**src/rtl/i2cm_pkg.sv**
```systemverilog
package i2cm_pkg;
  localparam int BYTE_W = 8;
  localparam int CNT_W  = 4;
  localparam int WADDR_W = 2 * BYTE_W;
  localparam logic [3:0] PFX_ARRAY = 4'b1010;
  localparam logic [3:0] PFX_ID    = 4'b1011;

  typedef enum logic [2:0] {
    ST_IDLE, ST_DEV, ST_AHI, ST_ALO, ST_WDAT, ST_RACK, ST_RDAT, ST_SKIP
  } state_t;

  // events from the datapath to the control
  typedef struct packed {
    logic              startEv;
    logic              stopEv;
    logic              byteDone;
    logic              ackDone;
    logic              sdaBit;
    logic [BYTE_W-1:0] rxByte;
  } busEv_t;

  // strobes from the control to the datapath
  typedef struct packed {
    logic ackPend;
    logic txMode;
    logic latchHi;
    logic latchLo;
    logic latchData;
    logic loadTx;
  } ctlStb_t;
endpackage

```
**src/rtl/i2cm_sync.sv**
```systemverilog
module i2cm_sync #(
  parameter int SYNC_STAGES = 2
) (
  input  logic clk,
  input  logic rstN,
  input  logic sclIn,
  input  logic sdaIn,
  output logic sclS,
  output logic sdaS,
  output logic sclRise,
  output logic sclFall,
  output logic startEv,
  output logic stopEv
);
  logic [SYNC_STAGES-1:0] sclChain, sdaChain;
  logic sclQ, sdaQ;

  generate
    if (SYNC_STAGES == 1) begin : g_one
      always_ff @(posedge clk or negedge rstN) begin
        if (!rstN) begin
          sclChain <= '1;
          sdaChain <= '1;
        end else begin
          sclChain <= sclIn;
          sdaChain <= sdaIn;
        end
      end
    end else begin : g_many
      always_ff @(posedge clk or negedge rstN) begin
        if (!rstN) begin
          sclChain <= '1;
          sdaChain <= '1;
        end else begin
          sclChain <= {sclChain[SYNC_STAGES-2:0], sclIn};
          sdaChain <= {sdaChain[SYNC_STAGES-2:0], sdaIn};
        end
      end
    end
  endgenerate

  assign sclS = sclChain[SYNC_STAGES-1];
  assign sdaS = sdaChain[SYNC_STAGES-1];

  always_ff @(posedge clk or negedge rstN) begin
    if (!rstN) begin
      sclQ <= 1'b1;
      sdaQ <= 1'b1;
    end else begin
      sclQ <= sclS;
      sdaQ <= sdaS;
    end
  end

  assign sclRise = sclS & ~sclQ;
  assign sclFall = ~sclS & sclQ;
  assign startEv = sclS & sclQ & sdaQ & ~sdaS;
  assign stopEv  = sclS & sclQ & ~sdaQ & sdaS;
endmodule

```
**src/rtl/i2cm_dpath.sv**
```systemverilog
module i2cm_dpath
  import i2cm_pkg::*;
(
  input  logic                clk,
  input  logic                rstN,
  input  logic                sclRise,
  input  logic                sclFall,
  input  logic                startEv,
  input  logic                stopEv,
  input  logic                sdaS,
  input  ctlStb_t             ctl,
  input  logic [BYTE_W-1:0]   rdData,
  output busEv_t              ev,
  output logic                sdaOeN,
  output logic [WADDR_W-1:0]  wordAddr,
  output logic [BYTE_W-1:0]   wrData
);
  localparam logic [CNT_W-1:0] ACK_SLOT  = CNT_W'(BYTE_W);
  localparam logic [CNT_W-1:0] LAST_BIT  = CNT_W'(BYTE_W - 1);

  logic [CNT_W-1:0]  bitCnt;
  logic [BYTE_W-1:0] rxReg, txReg, addrHi, addrLo;
  logic [2:0]        txIdx;
  logic              drvLow;

  assign ev.startEv  = startEv;
  assign ev.stopEv   = stopEv;
  assign ev.byteDone = sclRise && (bitCnt == LAST_BIT);
  assign ev.ackDone  = sclRise && (bitCnt == ACK_SLOT);
  assign ev.sdaBit   = sdaS;
  assign ev.rxByte   = {rxReg[BYTE_W-2:0], sdaS};

  assign txIdx = 3'd7 - bitCnt[2:0];

  // bit counter counts clock rises within a 9-pulse byte frame
  always_ff @(posedge clk or negedge rstN) begin
    if (!rstN) begin
      bitCnt <= '0;
      rxReg  <= '0;
    end else if (startEv || stopEv) begin
      bitCnt <= '0;
    end else if (sclRise) begin
      if (bitCnt == ACK_SLOT) begin
        bitCnt <= '0;
      end else begin
        bitCnt <= bitCnt + 1'b1;
        rxReg  <= {rxReg[BYTE_W-2:0], sdaS};
      end
    end
  end

  // pull-down changes only right after a falling clock
  always_ff @(posedge clk or negedge rstN) begin
    if (!rstN) begin
      drvLow <= 1'b0;
    end else if (startEv || stopEv) begin
      drvLow <= 1'b0;
    end else if (sclFall) begin
      if (bitCnt == ACK_SLOT) drvLow <= ctl.ackPend;
      else                    drvLow <= ctl.txMode & ~txReg[txIdx];
    end
  end

  always_ff @(posedge clk or negedge rstN) begin
    if (!rstN) begin
      txReg  <= '1;
      addrHi <= '0;
      addrLo <= '0;
      wrData <= '0;
    end else begin
      if (ctl.loadTx)    txReg  <= rdData;
      if (ctl.latchHi)   addrHi <= ev.rxByte;
      if (ctl.latchLo)   addrLo <= ev.rxByte;
      if (ctl.latchData) wrData <= ev.rxByte;
    end
  end

  assign sdaOeN   = ~drvLow;
  assign wordAddr = {addrHi, addrLo};
endmodule

```
**src/rtl/i2cm_ctrl.sv**
```systemverilog
module i2cm_ctrl
  import i2cm_pkg::*;
(
  input  logic       clk,
  input  logic       rstN,
  input  busEv_t     ev,
  input  logic [2:0] straps,
  output ctlStb_t    ctl,
  output logic       selArray,
  output logic       selId,
  output logic       addrLoad,
  output logic       wrStrobe,
  output logic       rdReq
);
  state_t state;
  logic   regionId, ackPend, loadTxQ, devMatch, active;

  assign devMatch = (ev.rxByte[3:1] == straps) &&
                    ((ev.rxByte[7:4] == PFX_ARRAY) || (ev.rxByte[7:4] == PFX_ID));

  always_ff @(posedge clk or negedge rstN) begin
    if (!rstN) begin
      state    <= ST_IDLE;
      regionId <= 1'b0;
      ackPend  <= 1'b0;
      addrLoad <= 1'b0;
      wrStrobe <= 1'b0;
      rdReq    <= 1'b0;
      loadTxQ  <= 1'b0;
    end else begin
      addrLoad <= 1'b0;
      wrStrobe <= 1'b0;
      rdReq    <= 1'b0;
      loadTxQ  <= rdReq;
      if (ev.startEv) begin
        state   <= ST_DEV;
        ackPend <= 1'b0;
      end else if (ev.stopEv) begin
        state   <= ST_IDLE;
        ackPend <= 1'b0;
      end else if (ev.byteDone) begin
        ackPend <= 1'b0;
        unique case (state)
          ST_DEV: begin
            if (devMatch) begin
              regionId <= ev.rxByte[4];
              ackPend  <= 1'b1;
              if (ev.rxByte[0]) begin
                state <= ST_RACK;
                rdReq <= 1'b1;
              end else begin
                state <= ST_AHI;
              end
            end else begin
              state <= ST_SKIP;
            end
          end
          ST_AHI: begin
            ackPend <= 1'b1;
            state   <= ST_ALO;
          end
          ST_ALO: begin
            ackPend  <= 1'b1;
            addrLoad <= 1'b1;
            state    <= ST_WDAT;
          end
          ST_WDAT: begin
            ackPend  <= 1'b1;
            wrStrobe <= ~regionId;
          end
          default: ackPend <= 1'b0;
        endcase
      end else if (ev.ackDone) begin
        if (state == ST_RACK) begin
          state <= ST_RDAT;
        end else if (state == ST_RDAT) begin
          if (!ev.sdaBit) rdReq <= 1'b1;
          else            state <= ST_SKIP;
        end
      end
    end
  end

  assign active = (state == ST_AHI) || (state == ST_ALO) || (state == ST_WDAT) ||
                  (state == ST_RACK) || (state == ST_RDAT);
  assign selArray = active & ~regionId;
  assign selId    = active & regionId;

  always_comb begin
    ctl           = '0;
    ctl.ackPend   = ackPend;
    ctl.txMode    = (state == ST_RDAT);
    ctl.latchHi   = ev.byteDone && (state == ST_AHI);
    ctl.latchLo   = ev.byteDone && (state == ST_ALO);
    ctl.latchData = ev.byteDone && (state == ST_WDAT) && !regionId;
    ctl.loadTx    = loadTxQ;
  end
endmodule

```
**src/rtl/i2cm_slave_engine.sv**
```systemverilog
module i2cm_slave_engine
  import i2cm_pkg::*;
#(
  parameter int SYNC_STAGES = 2
) (
  input  logic               clk,
  input  logic               rstN,
  input  logic               sclIn,
  input  logic               sdaIn,
  output logic               sdaOeN,
  input  logic [2:0]         straps,
  output logic               selArray,
  output logic               selId,
  output logic [WADDR_W-1:0] wordAddr,
  output logic               addrLoad,
  output logic [BYTE_W-1:0]  wrData,
  output logic               wrStrobe,
  output logic               rdReq,
  input  logic [BYTE_W-1:0]  rdData
);
  logic    sclS, sdaS, sclRise, sclFall, startEv, stopEv;
  busEv_t  ev;
  ctlStb_t ctl;

  i2cm_sync #(.SYNC_STAGES(SYNC_STAGES)) u_sync (
    .clk(clk), .rstN(rstN), .sclIn(sclIn), .sdaIn(sdaIn),
    .sclS(sclS), .sdaS(sdaS), .sclRise(sclRise), .sclFall(sclFall),
    .startEv(startEv), .stopEv(stopEv)
  );

  i2cm_dpath u_dpath (
    .clk(clk), .rstN(rstN), .sclRise(sclRise), .sclFall(sclFall),
    .startEv(startEv), .stopEv(stopEv), .sdaS(sdaS), .ctl(ctl),
    .rdData(rdData), .ev(ev), .sdaOeN(sdaOeN), .wordAddr(wordAddr),
    .wrData(wrData)
  );

  i2cm_ctrl u_ctrl (
    .clk(clk), .rstN(rstN), .ev(ev), .straps(straps), .ctl(ctl),
    .selArray(selArray), .selId(selId), .addrLoad(addrLoad),
    .wrStrobe(wrStrobe), .rdReq(rdReq)
  );
endmodule

```
**config.mk**
```make
export PLATFORM = sky130hd
export DESIGN_NAME = i2cm_slave_engine
export DESIGN_NICKNAME = d
export VERILOG_FILES = /design/src/rtl/i2cm_pkg.sv /design/src/rtl/i2cm_sync.sv /design/src/rtl/i2cm_dpath.sv /design/src/rtl/i2cm_ctrl.sv /design/src/rtl/i2cm_slave_engine.sv
export SDC_FILE = /design/constraint.sdc
export NUM_CORES = 1
export LEC_CHECK = 0
export BUFFER_PORTS_ARGS = -buffer_cell sky130_fd_sc_hd__clkbuf_2
export CAP_MARGIN = 10
export CORE_ASPECT_RATIO = 0.8
export CORE_UTILIZATION = 35
export CTS_CLUSTER_DIAMETER = 200
export DETAILED_ROUTE_END_ITERATION = 10
export GPL_ROUTABILITY_DRIVEN = 1
export RECOVER_POWER = 50
export SLEW_MARGIN = 15
export SYNTH_ARGS = -nofsm -noshare
export SYNTH_HDL_FRONTEND = slang
export SYNTH_SLANG_ARGS = --single-unit
```
**constraint.sdc**
```tcl
create_clock -name clk -period 3.6 [get_ports clk]
set_input_delay 0.36 -clock clk [delete_from_list [all_inputs] [get_ports clk]]
set_output_delay 0.36 -clock clk [all_outputs]
set_load 0.005 [all_outputs]
```
# Word level (Yosys, flattened, before mapping)
# Cells that the tools add are included.
[classes]
n_addsub = 2
order_cmp = 1
eq_ne = 12
mux = 41
bitwise_logic = 21
n_reduce_logical = 24
[ops]
columns = ["cell", "n"]
rows = [
  ["$mux W3", 9],
  ["$mux W1", 26],
  ["$eq A4 B4 Y1 const B", 3],
  ["$mux W4", 3],
  ["$not A1 Y1", 11],
  ["$and A1 B1 Y1", 10],
  ["$reduce_bool A5 Y1", 2],
  ["$eq A3 B3 Y1 const B", 3],
  ["$pmux W3 S3", 1],
  ["$logic_and A1 B1 Y1", 7],
  ["$eq A3 B2 Y1 const B", 2],
  ["$logic_or A1 B1 Y1", 6],
  ["$ne A6 B6 Y1 const B", 1],
  ["$reduce_and A5 Y1", 1],
  ["$add A4 B1 Y4 const B", 1],
  ["$eq A4 B3 Y1 const B", 1],
  ["$lt A3 B4 Y1 const B", 1],
  ["$reduce_and A4 Y1", 1],
  ["$reduce_bool A2 Y1", 2],
  ["$reduce_bool A4 Y1", 1],
  ["$bmux W1 S3", 1],
  ["$eq A3 B1 Y1 const B", 1],
  ["$eq A3 B3 Y1", 1],
  ["$reduce_and A3 Y1", 1],
  ["5 further kinds", 5],
]
[word_totals]
regBits = 59
in_bits = 15
wordCells = 119

# Depth between registers and ports, before layout
# Gate-level depths: netlist of run 1.
[logic_depth]
word_depth = 8
mapped_depth = 8

# By module
# From an unflattened synthesis of run 1, not the netlist that was laid out.
[unflattened]
hier_cells = 208
hier_area_um2 = 2721.4
[by_module_without_submodules]
columns = ["mod", "n_inst", "cells_each", "area_each_um2"]
rows = [
  ["i2cm_dpath", 1, 125, 1855.5],
  ["i2cm_ctrl", 1, 73, 675.6],
  ["i2cm_sync", 1, 10, 190.2],
]

# Worst setup path after synthesis of run 1
# OpenSTA, ideal clock, no wires.
[synth_timing]
path_kind = "reg2reg"
startpoint = "register u_dpath.bitCnt[0]"
endpoint = "register u_ctrl.state[2]"
setup_ns = 0.125
t_arrival_ns = 1.947
required_time_ns = 3.475
path_slack_ns = 1.528
stages_incl_launch_ff = 8
n_path_buf = 1
path_cell_list = "dfrtp_1 -> ha_1 -> nand4bb_4 -> or2_4 -> or3_1 -> buf_6 -> nor3b_1 -> mux2_2"
[synth_via]
elab_chain_cells = 5
[synth_rtl]
columns = ["item", "line", "rtl"]
rows = [
  ["start, declared", "i2cm_dpath.sv:21", "logic [CNT_W-1:0] bitCnt;"],
  ["start signal, assigned", "i2cm_dpath.sv:46", "bitCnt <= bitCnt + 1'b1;"],
  ["branches (longest 5 deep; another with $ne A6 B6 Y1)", "-", ""],
  ["end signal, assigned", "i2cm_ctrl.sv:36", "state <= ST_DEV;"],
  ["end signal, assigned", "i2cm_ctrl.sv:39", "state <= ST_IDLE;"],
  ["end signal, assigned", "i2cm_ctrl.sv:49", "state <= ST_RACK;"],
  ["end, declared", "i2cm_ctrl.sv:15", "state_t state;"],
]
# Parallel ways; which one is timed is not known.
# A chain may end at the register's enable or synchronous reset.

# Worst setup path in the final report of run 1
# Ends and elaborated chain as after synthesis.

==> results.cfg, run 1 <==
[outcome]
violations = max-capacitance violations, max-slew violations
status = finished, violations left

[placement]
post-place-cells = 317
io_buffers = 44
dpl_worst_slack_ns = 1.30
place_congestion = 0.829
hpwlAfterDp_um = 3490

[clock_network]
cts-resized-gates = 0
postCtsHoldBufs = 0
cts_buffer_depth = 2
cts_root_buffer = clkbuf_8
clock_sinks = 59
cts_tree = done
clock_latency_ns = 0.33
cts_setup_buffers = 0
cts_made_buffers = 9
h-tree-depth = 3
clkSlewWorstSetupHoldPaths_ns = 0.06

[timing]
final.period_utilization_pct = 64.2
rsz0062_at_grt = no
slew_headroom_pct = -8.75
setup_tns_ns = 0
hold_slack_ns = 0.110
setup_viol = 0
slew_viol_final = 31
worst_pin_slew_ns = 1.63
hold_violations = 0
finalClockSkew_ns = 0.00754
period_needed_ns = 2.31
max_clock_freq_mhz = 433
setup_slack_ns = 1.29

[yosys]
synth_warnings = 0
async_reset_ff_share_pct = 100
synth_edf_count = 0
synthTopCellsByCount = dfrtp_1 (45), mux2_2 (42), dfstp_2 (14)
synth_most_common_cell = dfrtp_1
synthFlopType = dfrtp_1
yosys.area.top_type = dfrtp_1
synth_seq_cells = 59
synthCells = 191
netlist.area_leader.share_pct = 44.2
syn_area_um2 = 2550
synth_fp_nets = 208
synth.avg_cell_area_um2 = 13.3
synth_area_leaders = dfrtp_1 (44%), mux2_2 (19%), dfstp_2 (14%)
synth_seq_area_share_pct = 58.6
synth_cell_types = 41

[finish]
drive_gt1_share_pct = 48.0
fillers = 660
syn2layout_area_growth_pct = 19.6
diodes = 0
nNetsFinal = 258
utilization_pct = 43.8
final_cells = 333

[detailed_routing]
vias = 1646
ant_nets = 0
drt_iter0_drc = 101
drt-vias-per-instance = 4.94
post_drt_wl_per_cell_um = 14.7
dr.pass1.iters = 4
drc = 0
wl_um = 4900

[global_route]
grt_pass1_vias = 1644
track_usage_pct = 14.2
antenna_found_initial = 0
grt_pass1_wl_um = 8220
grt_max_degree = 31
gr-total-overflow = 0

[worst_setup_path]
path_class = reg -> reg
critical_path.max_fanout = 9
start_kind = flop
cp-end-kind = flop
required_ns = 3.82
crit_arrival_ns = 2.53

[floorplanning]
die_h_um = 78.3
core_area_um2 = 6960
die_x_um = 97.4
placement_rows = 27
initial_core_util_pct = 36.6
die_area_um2 = 7630
pin_count = 45

[pwr]
ir_drop_mv = 0.240
p_leak_nw = 1.48
p_per_area_nw_per_um2 = 522

[run]
drv_cap = 1

[hold_path]
hold_class = in -> reg
[cell type report]
type | instances | area, um2 | area share [%]
clock buffers | 11 | 141 | 4.64
clock inverters | 5 | 52.6 | 1.72
inverters | 8 | 30.0 | 0.985
multi-input cells | 117 | 987 | 32.4
flip-flops and latches | 59 | 1490 | 49.0
well taps | 87 | 109 | 3.57
repair buffers | 46 | 234 | 7.68
[report_power, final]
group,switching (W),internal [W]
clock network,0.000246,0.000335
logic,0.0000877,0.000103
registers,0.0000904,0.000729
[metal layers]
| metal | global-route usage, % | wire length [um] | up-vias |
|---|---|---|---|
| li1 | - | - | 779 |
| met5 | 0 | 0 | - |
| met3 | 5.97 | 256 | 2 |
| met1 | 20.4 | 2520 | 830 |
| met4 | 4.85 | 27 | 0 |
| met2 | 18.9 | 2100 | 35 |
[state kept, by name (all words and copies together) (netlist names), 2 cells and up]
name             count
u_dpath.wrData       8
u_sync.sclChain      2
u_dpath.addrHi       8
u_sync.sdaChain      2
u_dpath.addrLo       8
u_dpath.rxReg        7
u_dpath.bitCnt       4
u_ctrl.state         3
u_dpath.txReg        8
[metrics by stage]
stage,area (um2),power [W]
final,3050,0.00159
after detailed placement,2860,0.00102
after floorplan,2550,0.000939
after global routing,3050,0.00169
after CTS,3050,0.00162
after global placement,2860,0.00102
[critical path, cell delays in order, from the launching register on]
cell,delay (ns)
dfrtp_1,0.48
ha_1,0.28
nand4bb_4,0.13
or2_4,0.27
or3_1,0.55
nor3b_1,0.22
mux2_2,0.27
[layout by cell type (no fill, tap or decap), types with 4 or more instances in the layout]
| cell type | n |
|---|---|
| dfrtp_1 | 45 |
| clkbuf_2 | 43 |
| mux2_2 | 42 |
| dfstp_2 | 12 |
| nand2_1 | 10 |
| nor2_1 | 10 |
| clkbuf_8 | 10 |
| inv_1 | 8 |
| o21ai_0 | 6 |
| a21oi_1 | 4 |
| xnor2_1 | 4 |
[worst paths after layout]
path	start	end	slack (ns)	cells after the start
worst max-delay path	u_dpath.bitCnt[0]	u_ctrl.state[2]	1.29	6
worst min-delay path	sdaIn	u_sync.sdaChain[0]	0.11	1
worst max register to register	u_dpath.bitCnt[0]	u_ctrl.state[2]	1.29	6
worst min register to register	u_sync.sclChain[0]	u_sync.sclChain[1]	0.36	0
max in group asynchronous	rstN	u_sync.sdaChain[0]	1.96	2
min in group asynchronous	rstN	u_ctrl.loadTxQ	0.44	1
[kinds of logic after synthesis]
group                    Yosys count  synth area share (%)
adder cells (fa/ha/maj)            2                 0.982
flip-flops                        59                  58.6
XOR/XNOR                           5                  1.72
AND/OR/NAND/NOR                   42                  9.58
buffers and inverters             15                  2.60
AO/OA/AOI/OAI                     23                  5.75
multiplexers                      45                  20.7
Note: power is estimated with default switching activity, not from simulation.
==> run 2, diff against run 1 <==
==> constraint.sdc (replaced) <==
create_clock -name clk -period 2.3 [get_ports clk]
set_input_delay 0.23 -clock clk [delete_from_list [all_inputs] [get_ports clk]]
set_output_delay 0.23 -clock clk [all_outputs]
set_load 0.005 [all_outputs]
==> run 2 against run 1 <==
The run now ends clean. Via count grew 1.3%. Power grew 62%. Sequential share of layout area shrank 1.3 points. Cell area grew 2.7%. Die area is the same. Non-clock buffer count grew 8. Combinational power grew 69%. Count of clock-buffer cells in the layout grew 1. Largest power group unchanged.
==> results.cfg, run 2 (synthesis gave the netlist of run 1 again) <==
[outcome]
status = completed

[clock_network]
cts-resized-gates = 0
cts_setup_buffers = 0
h-tree-depth = 3
clkSlewWorstSetupHoldPaths_ns = 0.07
cts_root_buffer = clkbuf_8
cts_tree = done
cts_buffer_depth = 2
clock_sinks = 59
clock_latency_ns = 0.34
cts_made_buffers = 9

[worst_setup_path]
start_kind = flop
required_ns = 2.53
critical_path.max_fanout = 6
crit_arrival_ns = 2.38
worstRegToRegCells = 6
path_class = reg -> reg
startpoint = u_dpath.bitCnt[1]
cp-end-kind = flop
critPathCapture = u_dpath.addrHi[2]
rr_endpoint = u_dpath.addrHi[2]
r2r_setup_slack_ns = 0.15
r2r_start = u_dpath.bitCnt[1]

[timing]
slew_headroom_pct = 6.17
setup_tns_ns = 0
rsz0062_at_grt = no
period_needed_ns = 2.15
final.period_utilization_pct = 93.5
setup_viol = 0
setup_slack_ns = 0.150
max_clock_freq_mhz = 465
worst_pin_slew_ns = 1.41
slew_viol_final = 0
hold_violations = 0
finalClockSkew_ns = 0.00524

[floorplanning]
initial_core_util_pct = 36.6
pin_count = 45
die_x_um = 97.4
die_area_um2 = 7630
core_area_um2 = 6960
placement_rows = 27
die_h_um = 78.3

[global_route]
gr-total-overflow = 0
antenna_found_initial = 0
track_usage_pct = 15.0
grt_pass1_wl_um = 8560
grt_pass1_vias = 1686
grt_max_degree = 60

[finish]
syn2layout_area_growth_pct = 22.9
drive_gt1_share_pct = 49.6
diodes = 0
final_area_um2 = 3130
nNetsFinal = 266
layout_common_cells = clkbuf_2 (45), dfrtp_1 (45), mux2_2 (42), clkbuf_8 (12), dfstp_2 (12)

[pwr]
p_per_area_nw_per_um2 = 823
p_leak_nw = 1.52
ir_drop_mv = 0.337
fin_total_pwr_w = 0.00257

[placement]
place_congestion = 0.811
io_buffers = 44
dpl_cell_area_um2 = 2900
hpwlAfterDp_um = 3520
dpl_worst_slack_ns = 0.145

[detailed_routing]
drt-vias-per-instance = 4.89
ant_nets = 0
drt_iter0_drc = 66
wl_um = 5040
vias = 1667
post_drt_wl_per_cell_um = 14.8
dr.pass1.iters = 4
drc = 0

[hold_path]
min_from = rdData[2]
hold_class = in -> reg

[run]
drv_cap = 0
-- run 2: cell types whose count changed in the layout (fill, tap and decap cells not counted), sizes merged --
cell / delta
clkbuf: +2
dlygate4sd3: +2
clkinv: -1
buf: +5
-- run 2: worst max-delay path, cell delays in order, from the launching register on --
cell	delay [ns]
dfrtp_1	0.42
ha_1	0.26
nand4bb_4	0.13
or2_4	0.27
or3_1	0.48
buf_4	0.21
mux2_2	0.27
-- run 2: what timing repair did --
item | in CTS | in global routing
endpoints found under the hold margin | 2 | 0
hold buffers | 2 | 0
endpoints found under the setup margin | 0 | 0
-- run 2: power by group --
group | leakage [nW] | internal (W) | total [W] | switching [W]
combinational | 0.673 | 0.000172 | 0.000323 | 0.000151
clock | 0.108 | 0.000584 | 0.000981 | 0.000397
sequential | 0.743 | 0.00114 | 0.00127 | 0.000130
total | 1.52 | 0.00190 | 0.00257 | 0.000678
-- run 2: layout make-up --
cell class / count / area [um2]
Fill cell: 658 / 3830
Sequential cell: 59 / 1490
Multi-Input combinational cell: 117 / 987
Timing Repair Buffer: 54 / 298
Clock buffer: 12 / 165
Tap cell: 87 / 109
Clock inverter: 4 / 47.5
Inverter: 8 / 30.0
-- run 2: per-layer routing --
metal / track usage (%) / share of wire [%] / vias up
met4: 8.09 / 1.9 / 0
met1: 20.1 / 49 / 813
met5: 0 / 0 / -
met3: 5.52 / 5.5 / 10
li1: - / - / 796
met2: 20.9 / 44 / 48
-- run 2: how the worst min path moves through the flow --
stage	end	slack [ns]	cells after the start
2_1_floorplan	u_ctrl.ackPend	-0.07	0
3_3_place_gp	u_sync.sdaChain[0]	0.32	1
3_5_place_dp	u_sync.sclChain[0]	0.32	1
4_1_cts	u_dpath.bitCnt[2]	0.06	2
5_1_grt	u_dpath.txReg[2]	0.10	2
6_report	u_dpath.txReg[2]	0.12	2
-- run 2: stage by stage --
stage	hold slack (ns)	util, %	std cells
global route	0.103	45.0	341
finish	0.122	45.0	341
global placement	0.319	41.7	323
CTS	0.0558	45.0	341
detailed placement	0.319	41.7	323
floorplan	-0.0656	-	191
